[src/rtl/mbus_pkg.sv]
package mbus_pkg;

    typedef enum logic [3:0] {
        PH_IDLE,
        PH_SETUP,
        PH_AS,
        PH_AHOLD,
        PH_FLOAT,
        PH_DSET,
        PH_DS,
        PH_DRISE,
        PH_DONE
    } phase_e;

endpackage

[src/rtl/mbus_phase_ctr.sv]
module mbus_phase_ctr #(
    parameter int CNT_W = 3
) (
    input  logic             clk_i,
    input  logic             rst_ni,
    input  logic             load_i,
    input  logic [CNT_W-1:0] load_val_i,
    output logic             last_o
);

    typedef struct packed {
        logic [CNT_W-1:0] cnt;
    } ctr_s;

    ctr_s ctr_d, ctr_q;

    always_comb begin
        ctr_d = ctr_q;
        if (load_i) begin
            ctr_d.cnt = load_val_i;
        end else if (ctr_q.cnt != '0) begin
            ctr_d.cnt = ctr_q.cnt - 1'b1;
        end
    end

    always_ff @(posedge clk_i or negedge rst_ni) begin
        if (!rst_ni) begin
            ctr_q <= '0;
        end else begin
            ctr_q <= ctr_d;
        end
    end

    assign last_o = (ctr_q.cnt == '0);

endmodule

[src/rtl/mbus_fsm.sv]
module mbus_fsm
    import mbus_pkg::*;
#(
    parameter int AS_CYC  = 2,
    parameter int RD_CYC  = 4,
    parameter int WR_CYC  = 2,
    parameter int EXT_CYC = 2
) (
    input  logic   clk_i,
    input  logic   rst_ni,
    input  logic   start_i,
    input  logic   wr_i,
    input  logic   ext_i,
    output phase_e ph_q_o,
    output phase_e ph_d_o
);

    localparam int DS_MAX  = ((RD_CYC > WR_CYC) ? RD_CYC : WR_CYC) + EXT_CYC;
    localparam int LEN_MAX = (DS_MAX > AS_CYC) ? DS_MAX : AS_CYC;
    localparam int CNT_W   = $clog2(LEN_MAX + 1);

    typedef struct packed {
        phase_e ph;
        logic   wr;
        logic   ext;
    } fsm_s;

    fsm_s fsm_d, fsm_q;

    logic             last;
    logic             ld;
    logic [CNT_W-1:0] ld_val;

    always_comb begin
        fsm_d = fsm_q;
        unique case (fsm_q.ph)
            PH_IDLE: begin
                if (start_i) begin
                    fsm_d.ph  = PH_SETUP;
                    fsm_d.wr  = wr_i;
                    fsm_d.ext = ext_i;
                end
            end
            PH_SETUP: fsm_d.ph = PH_AS;
            PH_AS:    if (last) fsm_d.ph = PH_AHOLD;
            PH_AHOLD: fsm_d.ph = PH_FLOAT;
            PH_FLOAT: fsm_d.ph = PH_DSET;
            PH_DSET:  fsm_d.ph = PH_DS;
            PH_DS:    if (last) fsm_d.ph = PH_DRISE;
            PH_DRISE: fsm_d.ph = PH_DONE;
            PH_DONE:  fsm_d.ph = PH_IDLE;
            default:  fsm_d.ph = PH_IDLE;
        endcase
    end

    // Phase length counter, reloaded whenever the phase changes
    always_comb begin
        ld     = (fsm_d.ph != fsm_q.ph);
        ld_val = '0;
        if (fsm_d.ph == PH_AS) begin
            ld_val = CNT_W'(AS_CYC - 1);
        end else if (fsm_d.ph == PH_DS) begin
            ld_val = CNT_W'((fsm_d.wr ? WR_CYC : RD_CYC)
                          + (fsm_d.ext ? EXT_CYC : 0) - 1);
        end
    end

    mbus_phase_ctr #(
        .CNT_W (CNT_W)
    ) i_ctr (
        .clk_i      (clk_i),
        .rst_ni     (rst_ni),
        .load_i     (ld),
        .load_val_i (ld_val),
        .last_o     (last)
    );

    always_ff @(posedge clk_i or negedge rst_ni) begin
        if (!rst_ni) begin
            fsm_q <= '{ph: PH_IDLE, wr: 1'b0, ext: 1'b0};
        end else begin
            fsm_q <= fsm_d;
        end
    end

    assign ph_q_o = fsm_q.ph;
    assign ph_d_o = fsm_d.ph;

    AST_DONE_TO_IDLE: assert property (@(posedge clk_i) disable iff (!rst_ni)
        (fsm_q.ph == PH_DONE) |=> (fsm_q.ph == PH_IDLE));

    AST_DS_AFTER_DSET: assert property (@(posedge clk_i) disable iff (!rst_ni)
        $rose(fsm_q.ph == PH_DS) |-> ($past(fsm_q.ph) == PH_DSET));

endmodule

[src/rtl/mbus_pins.sv]
module mbus_pins
    import mbus_pkg::*;
#(
    parameter int ADDR_W = 16,
    parameter int DATA_W = 8,
    parameter int AS_CYC = 2
) (
    input  logic                     clk_i,
    input  logic                     rst_ni,
    input  logic                     start_i,
    input  logic [ADDR_W-1:0]        addr_i,
    input  logic [DATA_W-1:0]        wdata_i,
    input  logic                     wr_i,
    input  logic                     mem_i,
    input  phase_e                   ph_q_i,
    input  phase_e                   ph_d_i,
    input  logic [DATA_W-1:0]        bus_i,
    output logic                     as_n_o,
    output logic                     ds_n_o,
    output logic                     rw_n_o,
    output logic                     dm_n_o,
    output logic                     oe_o,
    output logic [DATA_W-1:0]        bus_o,
    output logic [ADDR_W-DATA_W-1:0] addr_hi_o,
    output logic [DATA_W-1:0]        rdata_o,
    output logic                     done_o
);

    localparam int RUN_W = $clog2(AS_CYC + 2);

    typedef struct packed {
        logic [ADDR_W-1:0] addr;
        logic [DATA_W-1:0] wdata;
        logic              wr;
        logic              mem;
        logic              as_n;
        logic              ds_n;
        logic              rw_n;
        logic              dm_n;
        logic              oe;
        logic [DATA_W-1:0] bus;
        logic [DATA_W-1:0] rdata;
        logic              done;
    } pin_s;

    pin_s pin_d, pin_q;

    always_comb begin
        pin_d = pin_q;
        if (start_i) begin
            pin_d.addr  = addr_i;
            pin_d.wdata = wdata_i;
            pin_d.wr    = wr_i;
            pin_d.mem   = mem_i;
        end
        pin_d.as_n = 1'b1;
        pin_d.ds_n = 1'b1;
        pin_d.rw_n = 1'b1;
        pin_d.dm_n = 1'b1;
        pin_d.oe   = 1'b0;
        pin_d.bus  = '0;
        pin_d.done = 1'b0;
        unique case (ph_d_i)
            PH_SETUP, PH_AS, PH_AHOLD: begin
                pin_d.as_n = (ph_d_i != PH_AS);
                pin_d.oe   = 1'b1;
                pin_d.bus  = pin_d.addr[DATA_W-1:0];
                pin_d.rw_n = ~pin_d.wr;
                pin_d.dm_n = ~pin_d.mem;
            end
            PH_FLOAT: begin
                pin_d.rw_n = ~pin_d.wr;
                pin_d.dm_n = ~pin_d.mem;
            end
            PH_DSET, PH_DS, PH_DRISE: begin
                pin_d.ds_n = (ph_d_i != PH_DS);
                pin_d.rw_n = ~pin_d.wr;
                pin_d.dm_n = ~pin_d.mem;
                if (pin_d.wr) begin
                    pin_d.oe  = 1'b1;
                    pin_d.bus = pin_d.wdata;
                end
            end
            PH_DONE: pin_d.done = 1'b1;
            default: ;
        endcase
        // Read byte taken on the edge that raises the data strobe
        if ((ph_q_i == PH_DS) && (ph_d_i == PH_DRISE) && !pin_q.wr) begin
            pin_d.rdata = bus_i;
        end
    end

    always_ff @(posedge clk_i or negedge rst_ni) begin
        if (!rst_ni) begin
            pin_q      <= '0;
            pin_q.as_n <= 1'b1;
            pin_q.ds_n <= 1'b1;
            pin_q.rw_n <= 1'b1;
            pin_q.dm_n <= 1'b1;
        end else begin
            pin_q <= pin_d;
        end
    end

    assign as_n_o    = pin_q.as_n;
    assign ds_n_o    = pin_q.ds_n;
    assign rw_n_o    = pin_q.rw_n;
    assign dm_n_o    = pin_q.dm_n;
    assign oe_o      = pin_q.oe;
    assign bus_o     = pin_q.bus;
    assign addr_hi_o = pin_q.addr[ADDR_W-1:DATA_W];
    assign rdata_o   = pin_q.rdata;
    assign done_o    = pin_q.done;

    // Width of the address strobe, counted independently of the phase counter
    logic [RUN_W-1:0] as_run_d, as_run_q;

    always_comb begin
        as_run_d = pin_q.as_n ? '0 : as_run_q + 1'b1;
    end

    always_ff @(posedge clk_i or negedge rst_ni) begin
        if (!rst_ni) begin
            as_run_q <= '0;
        end else begin
            as_run_q <= as_run_d;
        end
    end

    AST_IDLE_QUIET: assert property (@(posedge clk_i) disable iff (!rst_ni)
        (ph_q_i == PH_IDLE) |-> (pin_q.as_n && pin_q.ds_n && !pin_q.oe
                                 && pin_q.rw_n && pin_q.dm_n && !pin_q.done));

    AST_ADDR_AT_AS_RISE: assert property (@(posedge clk_i) disable iff (!rst_ni)
        $rose(pin_q.as_n) |-> (pin_q.oe && $stable(pin_q.bus)));

    AST_AS_WIDTH: assert property (@(posedge clk_i) disable iff (!rst_ni)
        $rose(pin_q.as_n) |-> (as_run_q == RUN_W'(AS_CYC)));

    AST_STROBES_APART: assert property (@(posedge clk_i) disable iff (!rst_ni)
        !pin_q.ds_n |-> pin_q.as_n);

    AST_READ_RELEASED: assert property (@(posedge clk_i) disable iff (!rst_ni)
        (!pin_q.ds_n && pin_q.rw_n) |-> !pin_q.oe);

    AST_WR_HOLD: assert property (@(posedge clk_i) disable iff (!rst_ni)
        ($rose(pin_q.ds_n) && !pin_q.rw_n) |-> (pin_q.oe && $stable(pin_q.bus)));

    AST_CTRL_STABLE: assert property (@(posedge clk_i) disable iff (!rst_ni)
        !pin_q.ds_n |-> ($stable(pin_q.rw_n) && $stable(pin_q.dm_n)));

    AST_DONE_PULSE: assert property (@(posedge clk_i) disable iff (!rst_ni)
        pin_q.done |=> !pin_q.done);

endmodule

[src/rtl/mbus_master.sv]
module mbus_master
    import mbus_pkg::*;
#(
    parameter int ADDR_W  = 16,
    parameter int DATA_W  = 8,
    parameter int AS_CYC  = 2,
    parameter int RD_CYC  = 4,
    parameter int WR_CYC  = 2,
    parameter int EXT_CYC = 2
) (
    input  logic                     clk_i,
    input  logic                     rst_ni,
    input  logic                     req_i,
    output logic                     ready_o,
    input  logic                     wr_i,
    input  logic                     mem_i,
    input  logic                     ext_i,
    input  logic [ADDR_W-1:0]        addr_i,
    input  logic [DATA_W-1:0]        wdata_i,
    output logic                     done_o,
    output logic [DATA_W-1:0]        rdata_o,
    output logic [DATA_W-1:0]        bus_o,
    output logic                     bus_oe_o,
    input  logic [DATA_W-1:0]        bus_i,
    output logic [ADDR_W-DATA_W-1:0] addr_hi_o,
    output logic                     as_n_o,
    output logic                     ds_n_o,
    output logic                     rw_n_o,
    output logic                     dm_n_o
);

    phase_e ph_q;
    phase_e ph_d;
    logic   start;

    assign ready_o = (ph_q == PH_IDLE);
    assign start   = req_i && ready_o;

    mbus_fsm #(
        .AS_CYC  (AS_CYC),
        .RD_CYC  (RD_CYC),
        .WR_CYC  (WR_CYC),
        .EXT_CYC (EXT_CYC)
    ) i_fsm (
        .clk_i   (clk_i),
        .rst_ni  (rst_ni),
        .start_i (start),
        .wr_i    (wr_i),
        .ext_i   (ext_i),
        .ph_q_o  (ph_q),
        .ph_d_o  (ph_d)
    );

    mbus_pins #(
        .ADDR_W (ADDR_W),
        .DATA_W (DATA_W),
        .AS_CYC (AS_CYC)
    ) i_pins (
        .clk_i     (clk_i),
        .rst_ni    (rst_ni),
        .start_i   (start),
        .addr_i    (addr_i),
        .wdata_i   (wdata_i),
        .wr_i      (wr_i),
        .mem_i     (mem_i),
        .ph_q_i    (ph_q),
        .ph_d_i    (ph_d),
        .bus_i     (bus_i),
        .as_n_o    (as_n_o),
        .ds_n_o    (ds_n_o),
        .rw_n_o    (rw_n_o),
        .dm_n_o    (dm_n_o),
        .oe_o      (bus_oe_o),
        .bus_o     (bus_o),
        .addr_hi_o (addr_hi_o),
        .rdata_o   (rdata_o),
        .done_o    (done_o)
    );

endmodule

[config.mk]
export PLATFORM = sky130hd
export DESIGN_NAME = mbus_master
export DESIGN_NICKNAME = d
export VERILOG_FILES = /design/src/rtl/mbus_pkg.sv /design/src/rtl/mbus_phase_ctr.sv /design/src/rtl/mbus_fsm.sv /design/src/rtl/mbus_pins.sv /design/src/rtl/mbus_master.sv
export SDC_FILE = /design/constraint.sdc
export NUM_CORES = 1
export LEC_CHECK = 0
export ABC_AREA = 1
export BUFFER_PORTS_ARGS = -buffer_cell sky130_fd_sc_hd__buf_4
export CORE_MARGIN = 4
export CORE_UTILIZATION = 53
export DETAILED_ROUTE_END_ITERATION = 10
export GPL_TIMING_DRIVEN = 0
export PLACE_DENSITY = 0.79
export SLEW_MARGIN = 20
export SYNTH_ARGS = -nofsm -noshare
export SYNTH_HDL_FRONTEND = slang
export SYNTH_HIERARCHICAL = 1
export SYNTH_SLANG_ARGS = --single-unit
[constraint.sdc]
create_clock -name clk_i -period 2.3 [get_ports clk_i]
set_input_delay 0.345 -clock clk_i [delete_from_list [all_inputs] [get_ports clk_i]]
set_output_delay 0.345 -clock clk_i [all_outputs]
set_load 0.01 [all_outputs]
# Word-level counts from Yosys, hierarchy flattened
# Cells that the tools add are included.
[classes]
bitwise = 2
muxes = 18
reduce_logical = 11
add_sub_neg = 3
n_eq_ne = 18
[ops]
columns = ["op", "count"]
rows = [
  ["$eq A4 B3 Y1 const B", 8],
  ["$pmux W4 S8", 1],
  ["$mux W18", 1],
  ["$pmux W9 S2", 1],
  ["$eq A4 B2 Y1 const B", 4],
  ["$mux W3", 5],
  ["$mux W9", 1],
  ["$eq A4 B1 Y1 const B", 2],
  ["$mux W4", 2],
  ["$reduce_or A7 Y1", 1],
  ["$mux W2", 3],
  ["$mux W6", 1],
  ["$reduce_or A3 Y1", 2],
  ["$eq A4 B4 Y1 const B", 1],
  ["$logic_not A4 Y1", 1],
  ["$ne A4 B2 Y1 const B", 1],
  ["$ne A4 B3 Y1 const B", 1],
  ["$ne A4 B4 Y1", 1],
  ["$add A3 B3 Y3", 1],
  ["$logic_and A1 B1 Y1", 3],
  ["$logic_not A3 Y1", 1],
  ["$mux W1", 3],
  ["$reduce_bool A3 Y1", 1],
  ["$sub A3 B1 Y3 const B", 1],
  ["4 further kinds", 5],
]
[word_totals]
out_inout_bits = 31
inputBits = 38
reg_bits = 57
word_cells = 69

# Depth between registers and ports, before layout
[depth]
ltp_word = 10
ltp_mapped = 14
mapped_depth_nobuf = 13

# By module
# Netlist, hierarchy kept.
[modules_own_cells]
columns = ["mod", "seq_area_each_um2", "area_each_um2", "instances", "cells_per_inst"]
rows = [
  ["mbus_pins", 1206.2, 2144.6, 1, 229],
  ["mbus_fsm", 150.1, 431.7, 1, 51],
  ["mbus_phase_ctr", 75.1, 207.7, 1, 32],
  ["mbus_master", 0.0, 25.0, 1, 6],
]

# Worst setup path before layout
# Ideal clock, no wire load.
[synth_timing]
kind = "register to register"
startpoint = "register i_fsm.fsm_q, in the netlist i_fsm/ph_q_o[1]"
endpoint = "register i_fsm/i_ctr/ctr_q[1] (netlist name)"
period_less_slack_ns = 1.922
required_time_ns = 2.235
slack_ns = 0.378
setup_ns = 0.065
arrival_ns = 1.857
path_buffers = 1
path_stages_with_launch = 15
cell_sequence = "dfrtp_1 -> buf_4 -> nor2_1 -> nand2_1 -> nor2_2 -> nand4_4 -> nand2_1 -> o21ai_1 -> ha_1 -> inv_1 -> nor3_2 -> nand2_1 -> o21ai_0 -> nand2_1 -> nand2_1"
[synth_rtl]
columns = ["item", "line_no", "rtl"]
rows = [
  ["start: declaration", "mbus_fsm.sv:28", "fsm_s fsm_d, fsm_q;"],
  ["start signal: assignment", "mbus_fsm.sv:80", "fsm_q <= '{ph: PH_IDLE, wr: 1'b0, ext: 1'b0};"],
  ["start signal: assignment", "mbus_fsm.sv:82", "fsm_q <= fsm_d;"],
  ["end signal: assignment", "mbus_phase_ctr.sv:30", "ctr_q <= ctr_d;"],
  ["end: declaration", "mbus_phase_ctr.sv:15", "ctr_s ctr_d, ctr_q;"],
]

# Worst setup path after layout
[layout_timing]
startpoint = "register i_fsm.fsm_q, in the netlist i_fsm/ph_q_o[0]"
endpoint = "register i_fsm/i_ctr/ctr_q[1] (netlist name)"
[layout_via]
elab_chain_cells = 10
word_cells_on_any_way = 25
cone_classes = "add/sub: 2; eq/ne: 10; mux: 10; reduce/logical: 3"
[layout_lines]
columns = ["item", "line_no", "rtl"]
rows = [
  ["$logic_not A4 Y1 (*)", "mbus_master.sv:36", "assign ready_o = (ph_q == PH_IDLE);"],
  ["$logic_and A1 B1 Y1 (*)", "mbus_master.sv:37", "assign start = req_i && ready_o;"],
  ["named net start", "mbus_master.sv:34", "logic start;"],
  ["$mux W6 (*)", "mbus_fsm.sv:38", "if (start_i) begin"],
  ["$mux W2", "mbus_fsm.sv:36", "unique case (fsm_q.ph)"],
  ["$mux W3 or $mux W2 (tied branches)", "mbus_fsm.sv:63, mbus_fsm.sv:64", ""],
  ["$add A3 B3 Y3", "mbus_fsm.sv:64", "+ (fsm_d.ext ? EXT_CYC : 0) - 1);"],
  ["$sub A3 B2 Y3", "mbus_fsm.sv:64", ""],
  ["$mux W3", "mbus_fsm.sv:62", "end else if (fsm_d.ph == PH_DS) begin"],
  ["$mux W3 (*)", "mbus_fsm.sv:60", "if (fsm_d.ph == PH_AS) begin"],
  ["named net i_fsm.ld_val[1]", "mbus_fsm.sv:32", "logic [CNT_W-1:0] ld_val;"],
  ["$mux W3 (*)", "mbus_phase_ctr.sv:19", "if (load_i) begin"],
]
# The timed path passes the listed nets; every way through them passes the cells marked *.
# A chain may end at the register's enable or synchronous reset.

==> results <==
- The run finished with clean final reports.
- The clock root buffer master is sky130_fd_sc_hd__clkbuf_8.
- The height of the die is slightly above 80 um.
- The floorplan has 26 rows.
- The net switching power of the design is 1.99 mW.
- Of the total power, the clock network draws 17.0%.
- 69 I/O pins were placed.
- The final antenna diode count is 0.
- The required time of the critical path is about 2.5 ns.
- In this run, the number of DRC markers left after iteration 0 of detailed routing was 70.
- The first detailed-routing pass took 4 iterations.
- The share of total power in sequential cells is 31.7%.
- On the final layout, the worst clock skew is 0.0111 ns.
- The destination of the worst register-to-register timing path is i_fsm/i_ctr/ctr_q[1].
- The area of the die is between 0.006 and 0.007 mm2.
- In this run the cell area measured after placement is 0.00341 mm2.
- The nature of the critical path endpoint is a register.
- The minimum clock period after layout is 2.08 ns.
- The cell with the biggest individual delay on the critical path is sky130_fd_sc_hd__dfrtp_2.
- The critical path is of the reg -> reg type.
- For the worst-skew pair, the clock arrives at the later sink with an insertion delay of 0.33 ns.
- The sum of buffers and inverters on the critical path is 3.
- Dividing the synthesized area by the synthesized cell count gives slightly below 9 um2.
- The global placer's final weighted congestion is 0.787.
- Detailed placement finished with a half-perimeter wire length of 3950 um.
- The startpoint class of the critical path is a register.
- The synthesized design contains 57 register bits.
- The fraction of final layout cells with drive strength greater than 1 is ~39%.
- The total power is 5.09 mW.
- Relative to the synthesized area, the layout overhead comes to 29.2%.
- After clock tree synthesis, the clock-pin slew on the worst setup and hold paths is 0.07 ns.
- Counting cells, the worst reg-to-reg path comes to 14.
- The register area share after synthesis is 51.0%.
- After detailed routing, the average wire length per cell comes to 11.7 um.
- Synthesis handed over a netlist of 318 instances.
- Net switching is 39.0% of the power.
- For this run, the slowest stage of the critical path takes 0.43 ns.
- Dividing the detail-routed via count by the number of cells gives around 4.6.
- The final hold violation count is 0.
- Dividing total power by cell area gives a power density of ~1400 mW/mm2.
- The final max-slew violation count is 0.
- Setup violations remaining at the end of the flow were counted as 0.
- The final standard cell count with taps included and fillers excluded is 476.
- The final sum of negative setup slack is 0 ns.
- The number of clock buffers added by TritonCTS is 9.
- The global-route wire length before repair is 9110 um.
- Internal power comes to around 3.1 mW.
- In this design, the largest share of critical-path delay is due to simple AND/OR/NAND/NOR gates.
- TritonCTS built the clock tree.
- Once layout is done, the placed cells without fillers occupy 0.00363 mm2.
- The worst slew margin relative to its limit is 53.6%.
- The class of the tightest hold or removal check is in -> async.
- In this run the static leakage power is 2.02 nW.
- The cell area that synthesis handed to floorplanning was 0.00281 mm2.
- The via count of the first global-routing pass came to 2,099.
- The count of clock tree sinks is 57.
- For the pin with the worst max-slew slack, the measured transition is 0.696 ns.
- The critical path arrival is approximately 2.3 ns.
- The starting density of the core is between 50% and 60%.
- Global routing consumed, over all layers together, between 10% and 20% of the routing resources.
- The number of library cell types mapped by synthesis is 28.
- The worst setup slack for register-to-register paths is between 0.2 and 0.25 ns.
- The aggregate global routing overflow is 0.
- The worst path uses 90.4% of the clock period.
- The number of antenna violations at the first check in global routing is 0.
- The net count after synthesis is 359.
- The combinational cell fraction of total power is 51.4%.
- The startpoint identified for the worst register-to-register timing path is i_fsm/ph_q_o[0].
- The number of nets with antenna violations after routing is 0.
- The most used cell along the critical path is sky130_fd_sc_hd__nand2_1.
- Measured along the x axis, the die boundary spans between 80 and 90 um.
- Across the run, the number of max-cap violations was 0.
- After detailed placement, the design holds a cell count of 456.
- The highest achievable clock rate is 0.481 GHz.
- For this run, the post-layout net count is 442.
- The largest net degree at the start of global routing is 58.
- The area of the core region is 0.00511 mm2.
- Traced cell by cell, the critical path runs through buf_4 > nor2_1 > nand2_1 > nor2_4 > nand4_4 > buf_4 > o21ai_2 > ha_1 > inv_1 > nor3_2 > nand2_1 > o21ai_0 > nand2_1 > nand2_1.
- VDD sags by at most 0.683 mV.
- Yosys printed 6 warnings.
- The clock tree synthesis step divided the H-tree into 3 levels.
- The critical path crosses 14 cells after its start point.
- The aggregate routed wire length is 5570 um.
- The total number of vias is 2,180.
- Of all nets on the critical path, the largest fanout is 7.
- In the routed design, unresolved DRC markers number 0.
- The maximum clock insertion buffer count is 2.
- The worst hold margin is 0.0578 ns.
- During placement, the flow inserted port buffers numbering slightly below 70.
-- power by group through the flow --
| stage | clock network, mW | registers (mW) | logic, mW |
|---|---|---|---|
| 2_1_floorplan | 0 | 1.62 | 1.87 |
| 6_report | 0.864 | 1.61 | 2.62 |
| 3_5_place_dp | 0 | 1.64 | 2.58 |
| 4_1_cts | 0.880 | 1.62 | 2.60 |
| 5_1_grt | 0.931 | 1.66 | 2.94 |
| 3_3_place_gp | 0 | 1.62 | 2.49 |
-- synthesized netlist by cell type (all sizes together) --
| cell | instances | area [um2] |
|---|---|---|
| nor2 | 15 | 116 |
| o21ai | 16 | 87.6 |
| buf | 37 | 285 |
| nand4 | 11 | 83.8 |
| ha | 3 | 37.5 |
| inv | 37 | 141 |
| nand2 | 126 | 495 |
| nor4 | 1 | 6.26 |
| nand3 | 3 | 32.5 |
| dfstp | 4 | 105 |
| and2 | 8 | 50.1 |
| a21oi | 1 | 5.00 |
| dfrtp | 53 | 1330 |
| nor3 | 3 | 36.3 |
-- worst max-delay path by stage --
| stage | start | endpoint |
|---|---|---|
| after floorplan | i_fsm/ph_q_o[1] | i_fsm/i_ctr/ctr_q[1] |
| after global placement | i_fsm/ph_q_o[1] | i_fsm/i_ctr/ctr_q[1] |
| after detailed placement | i_fsm/ph_q_o[0] | i_fsm/i_ctr/ctr_q[1] |
| after CTS | i_fsm/ph_q_o[1] | i_fsm/i_ctr/ctr_q[1] |
| after global routing | i_fsm/ph_q_o[0] | i_fsm/i_ctr/ctr_q[1] |
| final | i_fsm/ph_q_o[0] | i_fsm/i_ctr/ctr_q[1] |
-- what timing repair did --
item                                    in CTS  in global routing
endpoints found under the setup margin       0                  1
hold buffers                                 0                  0
setup buffers                                0                  4
gates resized for setup                      0                  4
-- layer usage --
layer	part of all wire (%)	up-vias	track usage, %
li1	-	1116	-
met1	43	996	22.5
met2	50	57	30.2
met3	5.9	11	3.66
met4	1.5	0	9.12
met5	0	-	0
-- cell usage in the layout, fill, tap and decap left out, types with 4 or more instances in the layout --
cell / n
sky130_fd_sc_hd__nand2_1: 118
sky130_fd_sc_hd__buf_4: 107
sky130_fd_sc_hd__dfrtp_1: 52
sky130_fd_sc_hd__inv_1: 32
sky130_fd_sc_hd__nand4_1: 10
sky130_fd_sc_hd__clkbuf_8: 9
sky130_fd_sc_hd__and2_1: 8
sky130_fd_sc_hd__o21ai_1: 8
sky130_fd_sc_hd__nand2_2: 7
sky130_fd_sc_hd__nor2_1: 6
sky130_fd_sc_hd__o21ai_0: 5
sky130_fd_sc_hd__inv_2: 4
sky130_fd_sc_hd__nor2_2: 4
sky130_fd_sc_hd__dfstp_2: 4
-- metrics by stage --
stage               setup WS [ns]  utilization, %
global placement            0.191            66.7
global route              -0.0129            71.1
floorplan                   0.378               -
finish                      0.221            71.1
detailed placement          0.143            66.7
CTS                        0.0844            70.2
-- worst register-to-register path: stages (launching register included) --
cell	delay, ns
sky130_fd_sc_hd__dfrtp_2	0.43
sky130_fd_sc_hd__buf_4	0.14
sky130_fd_sc_hd__nor2_1	0.07
sky130_fd_sc_hd__nand2_1	0.10
sky130_fd_sc_hd__nor2_4	0.15
sky130_fd_sc_hd__nand4_4	0.15
sky130_fd_sc_hd__buf_4	0.18
sky130_fd_sc_hd__o21ai_2	0.13
sky130_fd_sc_hd__ha_1	0.25
sky130_fd_sc_hd__inv_1	0.07
sky130_fd_sc_hd__nor3_2	0.04
sky130_fd_sc_hd__nand2_1	0.05
sky130_fd_sc_hd__o21ai_0	0.08
sky130_fd_sc_hd__nand2_1	0.07
sky130_fd_sc_hd__nand2_1	0.05
-- cells by family (layout without fill, tap and decap cells) --
kind of cell	Yosys count	in the layout	share of synthesized area, %
flops	57	57	51.0
fa+ha+maj	3	3	1.34
buf+inv	74	162	15.2
simple gates	167	167	29.2
compound gates	17	17	3.30
-- cell type report --
type,instances,area (um2)
Multi-Input combinational cell,187,962
Tap cell,70,87.6
Clock buffer,12,135
Timing Repair Buffer,72,541
Inverter,37,141
Sequential cell,57,1430
Buffer,37,285
Clock inverter,4,45.0
Fill cell,419,1480
-- state kept, by name (all words and copies together) (netlist names) --
| name | count |
|---|---|
| i_pins/oe_o | 1 |
| i_pins/as_n_o | 1 |
| i_pins/done_o | 1 |
| i_pins/pin_q | 18 |
| i_fsm/ph_q_o | 4 |
| i_fsm/i_ctr/ctr_q | 3 |
| i_pins/ds_n_o | 1 |
| i_pins/dm_n_o | 1 |
| i_pins/rdata_o | 8 |
| i_pins/addr_hi_o | 8 |
| i_pins/bus_o | 8 |
| i_pins/rw_n_o | 1 |
| i_fsm/fsm_q | 2 |
Note: power is estimated with default switching activity, not from simulation.
